<file path="config.mk">
export PLATFORM = sky130hd
export DESIGN_NAME = refresh_sched
export DESIGN_NICKNAME = d
export VERILOG_FILES = /design/src/rtl/refsched_pkg.sv /design/src/rtl/refsched_timer.sv /design/src/rtl/refsched_pending.sv /design/src/rtl/refsched_strobe.sv /design/src/rtl/refresh_sched.sv
export SDC_FILE = /design/constraint.sdc
export NUM_CORES = 1
export LEC_CHECK = 0
export BUFFER_PORTS_ARGS = -buffer_cell sky130_fd_sc_hd__buf_2
export CORE_MARGIN = 2
export CORE_UTILIZATION = 45
export DETAILED_ROUTE_END_ITERATION = 6
export PLACE_DENSITY = 0.67
export SLEW_MARGIN = 30
export SYNTH_ARGS = -nofsm -noshare
export SYNTH_HDL_FRONTEND = slang
export SYNTH_SLANG_ARGS = --single-unit
</file>
<file path="constraint.sdc">
create_clock -name clk -period 3.1 [get_ports clk]
set_input_delay 0.31 -clock clk [delete_from_list [all_inputs] [get_ports clk]]
set_output_delay 0.31 -clock clk [all_outputs]
set_load 0.02 [all_outputs]
</file>
<file path="src/rtl/refsched_pkg.sv">
package refsched_pkg;
  typedef enum logic [1:0] {
    ST_IDLE = 2'd0,
    ST_CSR  = 2'd1,
    ST_RAS  = 2'd2,
    ST_PRE  = 2'd3
  } strobe_st_t;

  typedef enum logic [1:0] {
    PH_WAIT = 2'd0,
    PH_INIT = 2'd1,
    PH_RUN  = 2'd2
  } phase_t;
endpackage

</file>
<file path="src/rtl/refsched_timer.sv">
module refsched_timer #(
  parameter int PERIOD = 1560
) (
  input  logic clk,
  input  logic rst_n,
  input  logic en,
  output logic tick
);
  localparam int W = $clog2(PERIOD + 1);
  localparam logic [W-1:0] LAST = W'(PERIOD - 1);

  logic [W-1:0] cnt_q;

  assign tick = en && (cnt_q == LAST);

  always_ff @(posedge clk or negedge rst_n) begin
    if (!rst_n)        cnt_q <= '0;
    else if (!en)      cnt_q <= '0;
    else if (tick)     cnt_q <= '0;
    else               cnt_q <= cnt_q + 1'b1;
  end
endmodule

</file>
<file path="src/rtl/refsched_pending.sv">
module refsched_pending #(
  parameter int MAX = 8
) (
  input  logic clk,
  input  logic rst_n,
  input  logic inc,
  input  logic dec,
  output logic nonzero
);
  localparam int CW = $clog2(MAX + 1);
  localparam logic [CW-1:0] CEIL = CW'(MAX);

  logic [CW-1:0] count_q;
  logic          full;

  assign full    = (count_q == CEIL);
  assign nonzero = (count_q != '0);

  always_ff @(posedge clk or negedge rst_n) begin
    if (!rst_n) count_q <= '0;
    else begin
      unique case ({inc && !full, dec})
        2'b10:   count_q <= count_q + 1'b1;
        2'b01:   count_q <= count_q - 1'b1;
        default: count_q <= count_q;
      endcase
    end
  end

  AST_PEND_BOUND: assert property (@(posedge clk) disable iff (!rst_n)
    count_q <= CEIL);
  AST_NO_UNDERFLOW: assert property (@(posedge clk) disable iff (!rst_n)
    dec |-> nonzero);
endmodule

</file>
<file path="src/rtl/refsched_strobe.sv">
module refsched_strobe
  import refsched_pkg::*;
#(
  parameter int CSR_CYC  = 1,
  parameter int CHR_CYC  = 1,
  parameter int RAS_CYC  = 6,
  parameter int PRE_CYC  = 5,
  parameter bit RAS_ONLY = 1'b0
) (
  input  logic clk,
  input  logic rst_n,
  input  logic start,
  output logic busy,
  output logic done,
  output logic ras_n,
  output logic cas_n,
  output logic we_n
);
  localparam int MAXLEN = (RAS_CYC > PRE_CYC) ?
                          ((RAS_CYC > CSR_CYC) ? RAS_CYC : CSR_CYC) :
                          ((PRE_CYC > CSR_CYC) ? PRE_CYC : CSR_CYC);
  localparam int CW = $clog2(MAXLEN + 1);
  localparam logic [CW-1:0] CSR_LAST = CW'(CSR_CYC - 1);
  localparam logic [CW-1:0] RAS_LAST = CW'(RAS_CYC - 1);
  localparam logic [CW-1:0] PRE_LAST = CW'(PRE_CYC - 1);
  localparam logic [CW-1:0] CHR_LIM  = CW'(CHR_CYC);

  strobe_st_t   st_q, st_d;
  logic [CW-1:0] cnt_q;
  logic          leave;

  always_comb begin
    st_d  = st_q;
    leave = 1'b0;
    unique case (st_q)
      ST_IDLE: if (start) st_d = RAS_ONLY ? ST_RAS : ST_CSR;
      ST_CSR:  if (cnt_q == CSR_LAST) begin st_d = ST_RAS;  leave = 1'b1; end
      ST_RAS:  if (cnt_q == RAS_LAST) begin st_d = ST_PRE;  leave = 1'b1; end
      ST_PRE:  if (cnt_q == PRE_LAST) begin st_d = ST_IDLE; leave = 1'b1; end
      default: st_d = ST_IDLE;
    endcase
  end

  always_ff @(posedge clk or negedge rst_n) begin
    if (!rst_n) begin
      st_q  <= ST_IDLE;
      cnt_q <= '0;
    end else begin
      st_q  <= st_d;
      cnt_q <= (leave || st_q == ST_IDLE) ? '0 : cnt_q + 1'b1;
    end
  end

  assign busy  = (st_q != ST_IDLE);
  assign done  = (st_q == ST_PRE) && (cnt_q == PRE_LAST);
  assign ras_n = (st_q != ST_RAS);
  assign cas_n = RAS_ONLY ? 1'b1 :
                 !((st_q == ST_CSR) || (st_q == ST_RAS && cnt_q < CHR_LIM));
  assign we_n  = 1'b1;

  AST_CAS_LEADS_RAS: assert property (@(posedge clk) disable iff (!rst_n)
    (!RAS_ONLY && $fell(ras_n)) |-> (!cas_n && $past(!cas_n)));
  AST_PRE_HOLD: assert property (@(posedge clk) disable iff (!rst_n)
    $rose(ras_n) |=> ras_n);
  AST_START_IDLE: assert property (@(posedge clk) disable iff (!rst_n)
    start |-> (st_q == ST_IDLE));
endmodule

</file>
<file path="src/rtl/refresh_sched.sv">
module refresh_sched
  import refsched_pkg::*;
#(
  parameter int INIT_WAIT   = 20000,
  parameter int INIT_CYCLES = 8,
  parameter int INTERVAL    = 1560,
  parameter int MAX_PEND    = 8,
  parameter int CSR_CYC     = 1,
  parameter int CHR_CYC     = 1,
  parameter int RAS_CYC     = 6,
  parameter int RP_CYC      = 4,
  parameter int RC_CYC      = 11,
  parameter bit RAS_ONLY    = 1'b0,
  parameter int ROW_BITS    = 13
) (
  input  logic                clk,
  input  logic                rst_n,
  input  logic                ctrl_idle,
  output logic                ref_req,
  output logic                host_ready,
  output logic                ref_active,
  output logic                ras_n,
  output logic                cas_n,
  output logic                we_n,
  output logic [ROW_BITS-1:0] ref_addr
);
  localparam int PRE_CYC = (RC_CYC - RAS_CYC > RP_CYC) ? (RC_CYC - RAS_CYC) : RP_CYC;
  localparam int IW = $clog2(INIT_CYCLES + 1);
  localparam logic [IW-1:0] INIT_N = IW'(INIT_CYCLES);

  phase_t        phase_q;
  logic [IW-1:0] issued_q;
  logic          wait_tick, int_tick;
  logic          busy, done, pend_nz;
  logic          init_start, run_start, start;

  refsched_timer #(.PERIOD(INIT_WAIT)) u_wait (
    .clk(clk), .rst_n(rst_n), .en(phase_q == PH_WAIT), .tick(wait_tick)
  );

  refsched_timer #(.PERIOD(INTERVAL)) u_interval (
    .clk(clk), .rst_n(rst_n), .en(phase_q == PH_RUN), .tick(int_tick)
  );

  refsched_pending #(.MAX(MAX_PEND)) u_pend (
    .clk(clk), .rst_n(rst_n), .inc(int_tick), .dec(run_start), .nonzero(pend_nz)
  );

  refsched_strobe #(
    .CSR_CYC(CSR_CYC), .CHR_CYC(CHR_CYC), .RAS_CYC(RAS_CYC),
    .PRE_CYC(PRE_CYC), .RAS_ONLY(RAS_ONLY)
  ) u_strobe (
    .clk(clk), .rst_n(rst_n), .start(start), .busy(busy), .done(done),
    .ras_n(ras_n), .cas_n(cas_n), .we_n(we_n)
  );

  assign init_start = (phase_q == PH_INIT) && !busy && (issued_q != INIT_N);
  assign run_start  = (phase_q == PH_RUN) && !busy && pend_nz && ctrl_idle;
  assign start      = init_start || run_start;

  always_ff @(posedge clk or negedge rst_n) begin
    if (!rst_n) begin
      phase_q  <= PH_WAIT;
      issued_q <= '0;
    end else begin
      if (init_start) issued_q <= issued_q + 1'b1;
      unique case (phase_q)
        PH_WAIT: if (wait_tick) phase_q <= PH_INIT;
        PH_INIT: if (done && issued_q == INIT_N) phase_q <= PH_RUN;
        default: phase_q <= PH_RUN;
      endcase
    end
  end

  assign ref_req    = (phase_q == PH_RUN) && pend_nz;
  assign host_ready = (phase_q == PH_RUN) && !busy && !(pend_nz && ctrl_idle);
  assign ref_active = busy;

  generate
    if (RAS_ONLY) begin : g_row
      logic [ROW_BITS-1:0] row_q;
      always_ff @(posedge clk or negedge rst_n) begin
        if (!rst_n)    row_q <= '0;
        else if (done) row_q <= row_q + 1'b1;
      end
      assign ref_addr = busy ? row_q : '0;
    end else begin : g_cbr
      assign ref_addr = '0;
    end
  endgenerate

  AST_NO_READY_INIT: assert property (@(posedge clk) disable iff (!rst_n)
    (phase_q != PH_RUN) |-> !host_ready);
  AST_READY_NOT_DURING_REF: assert property (@(posedge clk) disable iff (!rst_n)
    ref_active |-> !host_ready);
  AST_PAGE_HOLD: assert property (@(posedge clk) disable iff (!rst_n)
    (phase_q == PH_RUN && !ctrl_idle && !busy) |=> !busy);
  AST_WE_IN_REF: assert property (@(posedge clk) disable iff (!rst_n)
    (!ras_n || !cas_n) |-> we_n);
endmodule

</file>
# Yosys cells after proc, flatten, opt, wreduce, memory -nomap -nowiden

Cells that the tools add are included.

Register bits after elaboration: 41
Bits in latches: 0
Bits in writable memories: 0
ROM bits: 0
Bits of input ports: 3
Output and inout port bits: 19
Logic and storage cells: 82
Memories kept: 0

Add/subtract/negate cells: 6
$mul: 0
Divide/modulo/power cells: 0
Order comparisons: 1
Eq/ne operators: 21
Shifts and indexed selects: 0
Multiplexer cells: 18
Bitwise gates (word level): 0
Reductions and logical operators: 29

Operators with widths:

| cell                                                | number |
|---|---|
| 2-to-1 mux 15 bit                                   | 2 |
| 2-to-1 mux 11 bit                                   | 2 |
| adder 15 x 1 -> 15 bit, second input constant       | 1 |
| equality test 15 bit, second input constant         | 1 |
| logical AND 1 bit                                   | 14 |
| 2-to-1 mux 2 bit                                    | 6 |
| adder 11 x 1 -> 11 bit, second input constant       | 1 |
| equality test 11 bit, second input constant         | 1 |
| adder 4 x 1 -> 4 bit, second input constant         | 2 |
| equality test 2 bit, second input constant          | 4 |
| equality test 4 bit, second input constant          | 2 |
| != test 2 bit, second input constant                | 4 |
| one-hot mux 2 bit (4 select lines)                  | 1 |
| one-hot mux 4 bit (2 select lines)                  | 1 |
| equality test 2 x 1 -> 1 bit, second input constant | 3 |
| equality test 3 bit, second input constant          | 2 |
| != test 2 x 1 -> 1 bit, second input constant       | 3 |
| logical NOT 1 bit                                   | 4 |
| logical NOT 2 bit                                   | 2 |
| != test 4 bit, second input constant                | 1 |
| one-hot mux 2 bit (2 select lines)                  | 1 |
| AND reduction 4 bit                                 | 1 |
| nonzero test 2 bit                                  | 2 |
| nonzero test 4 bit                                  | 1 |
| 9 further kinds                                     | 13 |

# Depth between registers and ports, before layout

Gate-level depths: netlist of the first run.

Depth in word-level cells: 8
Depth in mapped cells: 11
Depth with buffers taken out: 11

# Cells and area by module

A second synthesis of the first run with hierarchy kept.

Cells, all modules: 245
Area total of the unflattened synthesis: 2,536.2 um^2

By module, submodules not included:

| module                       | times used | cells each | area an instance (um^2) | seq. area each (um^2) |
|---|---|---|---|---|
| refsched_timer at u_wait     | 1          | 77         | 802.0                   | 375.4 |
| refsched_timer at u_interval | 1          | 53         | 576.8                   | 275.3 |
| refresh_sched                | 1          | 45         | 454.2                   | 150.1 |
| refsched_strobe              | 1          | 45         | 426.7                   | 125.1 |
| refsched_pending             | 1          | 25         | 276.5                   | 100.1 |

# Least setup slack after synthesis of the first run

OpenSTA, ideal clock, no wires.

Kind: flip-flop to flip-flop
From: register u_strobe.st_q[0]
To: register u_pend.count_q[2]
Setup time: 0.127 ns
Arrival time: 2.146 ns
Data required time: 2.973 ns
Setup slack: 0.827 ns
Stages on the path, launching flop included: 12
Path through: dfrtp_1 -> inv_1 -> ha_1 -> inv_1 -> nor4_1 -> ha_1 -> xor2_1 -> ha_1 -> a21oi_1 -> xor2_1 -> nor2_1 -> xor2_1

Longest elaborated chain between the ends: 7

RTL lines:

| what                                                                     | line                   | source |
|---|---|---|
| start, declared                                                          | refsched_strobe.sv:28  | `strobe_st_t st_q, st_d;` |
| start signal, assigned                                                   | refsched_strobe.sv:49  | `st_q <= st_d;` |
| nonzero test 2 bit *                                                     | refsched_strobe.sv:54  | `assign busy = (st_q != ST_IDLE);` |
| via ref_active                                                           | refresh_sched.sv:21    | `output logic ref_active,` |
| logical NOT 1 bit *                                                      | refresh_sched.sv:58    | `assign run_start = (phase_q == PH_RUN) && !busy && pend_nz && ctrl_idle;` |
| logical AND 1 bit * (3 in series)                                        | refresh_sched.sv:58    |  |
| equality test 2 x 1 -> 1 bit or equality test 2 bit (tied branches)      | refsched_pending.sv:22 | `unique case ({inc && !full, dec})` |
| one-hot mux 4 bit (2 select lines) or nonzero test 2 bit (tied branches) | n/a                    |  |
| end signal, assigned                                                     | refsched_pending.sv:23 | `2'b10: count_q <= count_q + 1'b1;` |
| end signal, assigned                                                     | refsched_pending.sv:24 | `2'b01: count_q <= count_q - 1'b1;` |
| end signal, assigned                                                     | refsched_pending.sv:25 | `default: count_q <= count_q;` |
| end, declared                                                            | refsched_pending.sv:13 | `logic [CW-1:0] count_q;` |

The timed path passes the listed nets; every way through them passes the cells marked *.
A chain may end at the register's enable or synchronous reset.

# Worst setup path after layout of the first run

From: register u_interval.cnt_q[5]
To: register u_pend.count_q[2]

Longest elaborated chain between the ends: 5

RTL lines:

| what                                                                     | line                   | source |
|---|---|---|
| start, declared                                                          | refsched_timer.sv:12   | `logic [W-1:0] cnt_q;` |
| start signal, assigned                                                   | refsched_timer.sv:20   | `else cnt_q <= cnt_q + 1'b1;` |
| equality test 11 bit *                                                   | refsched_timer.sv:14   | `assign tick = en && (cnt_q == LAST);` |
| logical AND 1 bit *                                                      | refsched_timer.sv:14   |  |
| logical AND 1 bit *                                                      | refsched_pending.sv:22 |  |
| equality test 2 x 1 -> 1 bit or equality test 2 bit (tied branches)      | refsched_pending.sv:22 |  |
| one-hot mux 4 bit (2 select lines) or nonzero test 2 bit (tied branches) | n/a                    |  |

Mark *: on every way between the ends. The rest lies on a longest branch, timed or not.

==> summary.md, run 1 <==
| Metric | Value |
|---|---|
| WP data required | between 3 and 4 ns |
| Pwr Total | 0.9928 mW |
| CTS Buffer Depth | 2 |
| Synthesized area per cell | 10.25 um2 |
| Setup violators final | 0 |
| Final min period | about 2.5 ns |
| Reg clk slew, reported paths | 0.08 ns |
| Layout cells sized above 1 | 12.24% |
| WHS | -0.02516 ns |
| Synth warn | 0 |
| Post-CTS Setup Inserts | 0 |
| WP data arrival | 2.67 ns |
| Placer congestion estimate | a little over 0.8 |
| Part of the power in combinational logic | 3.0% |
| Hold Path Class | in -> async |
| Via Count | 1560 |
| Cell taking the most area after synthesis | dfrtp_1 |
| Max cap viols | 0 |
| I/O Buffers | 7 |
| Max-slew violation count | 0 |
| Placement Setup Slack | a little over 0.6 ns |
| Measured slew at the worst slew-check pin | 0.6117 ns |
| Setup CP Type | reg -> reg |
| Sink Count | 41 |
| Post-DRT Antenna Nets | 0 |
| Nature of the critical path endpoint | flop |
| CTS Buf Count | 5 |
| Area Growth Syn to Fin | 5.714% |
| Fill count | roughly 500 |
| Worst skew pair latency | around 0.30 ns |
| Cts repair resizes | 0 |
| Synth top area cells | dfrtp_1, ha_1, xor2_1, xnor2_1, buf_4 |
| Switch share | 21.49% |
| Avg WL per Cell | 12.03 um |
| First-pass detailed-route iteration total | 4 |
| Post-DP HPWL | 2700 um |
| H-tree Lvls | 2 |
| Status | finished with violations |
| Crit-path max FO | 4 |
| Starting Density | approximately 47% |
| Leak | 1.158 nW |
| Max stage delay on crit path | between 0.4 and 0.5 ns |
| CTS tree | done |
| Sequential fraction of the synthesis area | 42.60% |
| Gr ovfl total | 0 |
| Synthesized flop and latch total | just over 40 |
| Nets | 262 |
| Part of the power in registers | 54.0% |
| Row cnt | 26 |
| Post-synthesis cell area | 2409 um2 |
| Highest-delay cell along the critical path | dfrtp_1 |
| Total I/O pin count | 22 |
| DR iter-0 viols | 34 |
| Routed WL | about 3800 um |
| Setup_tns | 0 ns |
| Distinct cells, synth | 43 |
| Internal power | 0.7794 mW |
| Worst Setup Slack, final | around 0.61 ns |
| Gate Count Post-Synth | 235 |
| CTS Hold Bufs | 0 |
| Placeable Area | 5140 um2 |
| EDFF count, synth | 0 |
| Most used cell along the critical path | xor2_1 |
| Violated checks | negative hold slack |
| Ys async rst share | 100.0% |
| Crit-path cells | nor4b_1 > nand4_1 > a211o_1 > ha_1 > xor2_1 > ha_1 > a21oi_1 > xor2_1 > nor2_1 > xor2_1 |
| Crit start category | flop |
| Fin crit share | between 80% and 90% |
| Die width | about 77 um |
| Via/cell ratio | 4.952 |
| Count leader, synth | dfrtp_1 |
| Share of the synthesized area in the top cell type | 42.60% |
| Worst IR Drop VDD | 0.2165 mV |
| Clk_skew | 0.008781 ns |
| Top_reg_cell synth | dfrtp_1 |
| RSZ-0062 raised after global routing | no |
| Largest net degree at the start of global routing | 42 |
| Clock share of power | 43.0% |
| Global-route wire length before repair | 6872 um |
| Most frequent cells after synthesis | dfrtp_1, nor2_1, xor2_1 |
| Achievable clock frequency | 401.6 MHz |
| Chip height | a little under 80 um |
| DRC errors left | 0 |
| Hold Vio Cnt, Final | 35 |
| P per Cell Area | 389.9 nW/um2 |
| Slew headroom | approximately three fifths |
| Global-route usage over all layers | 14.59% |
| NetSw | 0.2133 mW |
| Vias in the first global route | 1512 |
| CTS root buf | clkbuf_8 |
| Area of the die | 5954 um2 |
| N_diodes | 0 |
| Initial antenna violation count | 0 |
-- flip-flops by register name (all words and copies together) (netlist names) --
name,cells
issued_q,4
phase_q,2
u_interval.cnt_q,11
u_pend.count_q,4
u_strobe.cnt_q,3
u_strobe.st_q,2
u_wait.cnt_q,15
-- cell families after synthesis --
group           share of synthesized area, %
simple gates                           24.36
flops                                  42.60
xor+xnor                               11.27
buf+inv                                8.000
fa+ha+maj                              7.792
compound gates                         4.313
mux                                    1.351
other cells                           0.3118
-- stage by stage --
| step | utilization, % | hold slack (ns) | std cells | area (um2) |
|---|---|---|---|---|
| 5_1_grt | 49.54 | 0.007741 | 315 | 2546 |
| 3_5_place_dp | 47.32 | 0.4553 | 307 | 2432 |
| 4_1_cts | 49.49 | 0.1609 | 315 | 2544 |
| 6_report | 49.54 | -0.02516 | 315 | 2546 |
| 2_1_floorplan | - | 0.01441 | 247 | 2454 |
| 3_3_place_gp | 47.32 | 0.4525 | 307 | 2432 |
-- per-layer routing --
metal,wire length [um],global-route usage [%]
met4,63,5.893
met5,0,0
met1,1843,18.64
met3,121,4.235
met2,1763,23.22
-- layout make-up --
cell class / instances / area (um2) / share of cell area (%)
Clock buffer: 6 / 72.57 / 2.850
Clock inverter: 2 / 38.79 / 1.523
Inverter: 11 / 41.29 / 1.622
Multi-Input combinational cell: 177 / 1235 / 48.50
Sequential cell: 41 / 1026 / 40.29
Tap cell: 70 / 87.58 / 3.440
Timing Repair Buffer: 8 / 45.04 / 1.769
-- worst max-delay path: cells and delay by family (launching register included) --
| family | cells | cell delay (ns) |
|---|---|---|
| and+or+nand+nor | 3 | 0.61 |
| xor gates and xnor gates | 3 | 0.50 |
| AOI/OAI and AO/OA | 2 | 0.43 |
| adders and majority gates | 2 | 0.43 |
| DFF | 1 | 0.42 |
-- path summary, 6_finish.rpt --
check,from,endpoint,slack (ns),cells past startpoint
setup / recovery,u_interval.cnt_q[5],u_pend.count_q[2],0.61,10
hold / removal,rst_n,u_wait.cnt_q[8],-0.03,1
setup reg to reg,u_interval.cnt_q[5],u_pend.count_q[2],0.61,10
hold reg to reg,issued_q[3],issued_q[3],0.47,1
max in group asynchronous,rst_n,u_interval.cnt_q[10],2.76,1
min in group clk,issued_q[3],issued_q[3],0.47,1
-- power groups by stage --
stage / Sequential, mW / Combinational [mW] / Clock [mW]
6_report: 0.536 / 0.0299 / 0.427
5_1_grt: 0.536 / 0.0340 / 0.467
4_1_cts: 0.536 / 0.0304 / 0.446
3_5_place_dp: 0.547 / 0.0306 / 0
3_3_place_gp: 0.547 / 0.0304 / 0
2_1_floorplan: 0.547 / 0.0314 / 0
-- cell usage in the layout, fill, tap and decap left out, types with 4 or more instances in the layout --
master,instances
and3_1,5
nor4_1,4
xor2_1,18
nand3_1,10
nand2_1,10
conb_1,14
dfrtp_1,41
nor3_1,6
xnor2_1,13
inv_1,11
ha_1,15
nor2_1,26
nor2b_1,5
nand4_1,7
nor2_4,8
buf_2,6
clkbuf_8,5
No activity file was read; power rests on OpenSTA's default activity.
==> run 2: changes to the inputs <==
Settings changed: PLACE_DENSITY 0.67 to 0.7.
Clock period 3.1 ns to 2.2 ns, I/O delays scaled along.
==> run 2 against run 1 <==
Global-route usage rose by 0.15 points. Combinational power grew 56%. The run ends with negative setup slack left. Clock-buffer cell count decreased by 1. Fmax rose by 12%. Sequential power grew 41%. First-iteration DRC count is 44% higher. Via count grew 5.8%. Routed wire length rose by 5.0%. Final cell count grew 7.0%. Core utilization increased by 3.4 points. Flip-flop and latch count is the same. Highest routed layer unchanged. Largest cell class unchanged.
==> summary.md, run 2 (same netlist as run 1, synthesis figures left out) <==
| Metric | Value |
|---|---|
| Area of the die | 5954 um2 (unchanged) |
| Hold Vio Cnt, Final | 0 (was 35) |
| Nature of the critical path endpoint | flop (unchanged) |
| Placer congestion estimate | 0.7956 (was 0.8093) |
| Post-DP HPWL | 2910 um (was 2700 um) |
| Die width | 77.16 um (unchanged) |
| Via/cell ratio | 4.896 (was 4.952) |
| N_diodes | 0 (unchanged) |
| Worst skew pair latency | 0.29 ns (was 0.30 ns) |
| Busiest grt layer | met2 (unchanged) |
| Violated checks | negative setup slack (was negative hold slack) |
| Avg WL per Cell | 11.81 um (was 12.03 um) |
| H-tree Lvls | 2 (unchanged) |
| Placed cell count | 327 (was 307) |
| Fin crit share | 101.2% (was 80.32%) |
| DR iter-0 viols | 49 (was 34) |
| DRC errors left | 0 (unchanged) |
| Crit-path max FO | 2 (was 4) |
| Chip height | 77.16 um (unchanged) |
| NetSw | 0.3099 mW (was 0.2133 mW) |
| Leak | 1.255 nW (was 1.158 nW) |
| Reg clk slew, reported paths | 0.08 ns (about the same) |
| Placeable Area | 5140 um2 (unchanged) |
| Global-route usage over all layers | 14.74% (was 14.59%) |
| Most frequent cells in the layout | dfrtp_1, nor2_1, buf_4 (was dfrtp_1, nor2_1, xor2_1) |
| Initial antenna violation count | 0 (unchanged) |
| Worst Setup Slack, final | -0.02747 ns (was 0.6101 ns) |
| Regs by FF count | u_wait.cnt_q (15), u_interval.cnt_q (11) (unchanged) |
| Commonest non-fill, non-tap cell in the layout | dfrtp_1 (unchanged) |
| Hold Path Class | in -> async (unchanged) |
| Global-route wire length before repair | 7224 um (was 6872 um) |
| Status | finished with violations (unchanged) |
| Part of the power in registers | 58.6% (was 54.0%) |
| P per Cell Area | 473.9 nW/um2 (was 389.9 nW/um2) |
| Reg2Reg Depth | 10 (unchanged) |
| WP data required | 2.38 ns (was 3.28 ns) |
| Via Count | 1650 (was 1560) |
| Gr ovfl total | 0 (unchanged) |
| Routed WL | 3981 um (was 3791 um) |
| WP data arrival | 2.41 ns (was 2.67 ns) |
| Layout Cells excl Fill | 337 (was 315) |
| Met3 Use GR | 2.941% (was 4.235%) |
| RSZ-0062 raised after global routing | yes (was no) |
| Grt met1 use | 18.45% (was 18.64%) |
| Switch share | 24.03% (was 21.49%) |
| Row cnt | 26 (unchanged) |
| Setup violators final | 1 (was 0) |
| Clk_skew | 0.004643 ns (was 0.008781 ns) |
| Reg with most FFs | u_wait.cnt_q (unchanged) |
| Setup CP Type | reg -> reg (unchanged) |
| Max cap viols | 0 (unchanged) |
| Crit start category | flop (unchanged) |
| Vias in the first global route | 1684 (was 1512) |
| Worst IR Drop VDD | 0.2944 mV (was 0.2165 mV) |
| Max-slew violation count | 0 (unchanged) |
| Layout cells sized above 1 | 22.10% (was 12.24%) |
| Clock share of power | 37.8% (was 43.0%) |
| Largest net degree at the start of global routing | 22 (was 42) |
| CTS tree | done (unchanged) |
| First-pass detailed-route iteration total | 4 (unchanged) |
| Post-DRT Antenna Nets | 0 (unchanged) |
| CTS root buf | clkbuf_8 (unchanged) |
| Final min period | 2.227 ns (was 2.490 ns) |
| CTS Buf Count | 5 (unchanged) |
| Nets | 284 (was 262) |
| CTS Buffer Depth | 2 (unchanged) |
| Area Growth Syn to Fin | 12.99% (was 5.714%) |
| Sink Count | 41 (unchanged) |
| Met2 usage | 25.04% (was 23.22%) |
| Util after Layout | 52.95% (was 49.54%) |
| Part of the power in combinational logic | 3.6% (was 3.0%) |
| Total I/O pin count | 22 (unchanged) |
| Max FFs per register | 15 (unchanged) |
| I/O Buffers | 7 (unchanged) |
| Starting Density | 46.86% (unchanged) |
| Achievable clock frequency | 448.9 MHz (was 401.6 MHz) |
| Internal power | 0.9797 mW (was 0.7794 mW) |
-- run 2: changes by cell type in the layout (fill, tap and decap cells not counted), sizes merged --
cell         before  now
buf               8   29
bufinv            1    0
clkbuf            6    5
clkinv            1    2
clkinvlp          0    1
dlygate4sd3       0    1
-- run 2: repair_timing --
| item | 4_1_cts | 5_1_grt |
|---|---|---|
| setup buffers | 1 | 0 |
| pin swaps | 4 | 3 |
| setup endpoints to repair | 2 | 3 |
| hold endpoints to repair | 20 | 0 |
| hold buffers | 1 | 0 |
| resized for setup | 3 | 1 |
-- run 2: power by group through the flow --
stage	logic [mW]	registers [mW]	clock network (mW)
6_report	0.0466	0.756	0.487
5_1_grt	0.0530	0.756	0.536
4_1_cts	0.0479	0.756	0.502
3_5_place_dp	0.0463	0.771	0
3_3_place_gp	0.0460	0.771	0
2_1_floorplan	0.0446	0.770	0
-- run 2: metal layers --
metal | share of wire (%) | vias to the layer above
met5 | 0 | -
met4 | 1.2 | 0
met3 | 2.3 | 4
met2 | 49 | 17
met1 | 47 | 801
li1 | - | 828
-- run 2: worst paths after layout --
| check | start | slack, ns | to |
|---|---|---|---|
| max | u_interval.cnt_q[3] | -0.03 | u_pend.count_q[2] |
| min | rst_n | 0.40 | u_interval.cnt_q[1] |
| max reg2reg | u_interval.cnt_q[3] | -0.03 | u_pend.count_q[2] |
| min reg2reg | issued_q[3] | 0.48 | issued_q[3] |
| max in group asynchronous | rst_n | 1.16 | u_wait.cnt_q[14] |
| min in group clk | issued_q[3] | 0.48 | issued_q[3] |
-- run 2: final cells by class --
cell class,count,area [um2]
Clock buffer,5,68.82
Clock inverter,3,17.52
Fill cell,483,2419
Inverter,11,41.29
Multi-Input combinational cell,177,1270
Sequential cell,41,1026
Tap cell,70,87.58
Timing Repair Buffer,30,210.2
-- run 2: metrics by stage --
step / setup WS, ns / total power, mW / TNS, ns / hold WS, ns / cell area [um2]
2_1_floorplan: 0.001910 / 0.8150 / 0 / -0.07559 / 2469
3_3_place_gp: -0.02703 / 0.8166 / -0.02703 / 0.1998 / 2597
3_5_place_dp: -0.1030 / 0.8169 / -0.1184 / 0.2065 / 2597
4_1_cts: -0.1081 / 1.306 / -0.1876 / 0.4176 / 2714
5_1_grt: -0.2039 / 1.346 / -0.4256 / 0.4353 / 2721
6_report: -0.02747 / 1.290 / -0.02747 / 0.4046 / 2721
-- run 2: worst max-delay path, cell delays in order (launching register included) --
cell,delay [ns]
dfrtp_1,0.39
nor4bb_2,0.31
nand4_1,0.15
a211o_1,0.28
ha_2,0.19
xor2_1,0.16
ha_2,0.18
a21oi_2,0.11
xor2_1,0.14
nor2_1,0.06
xor2_1,0.14
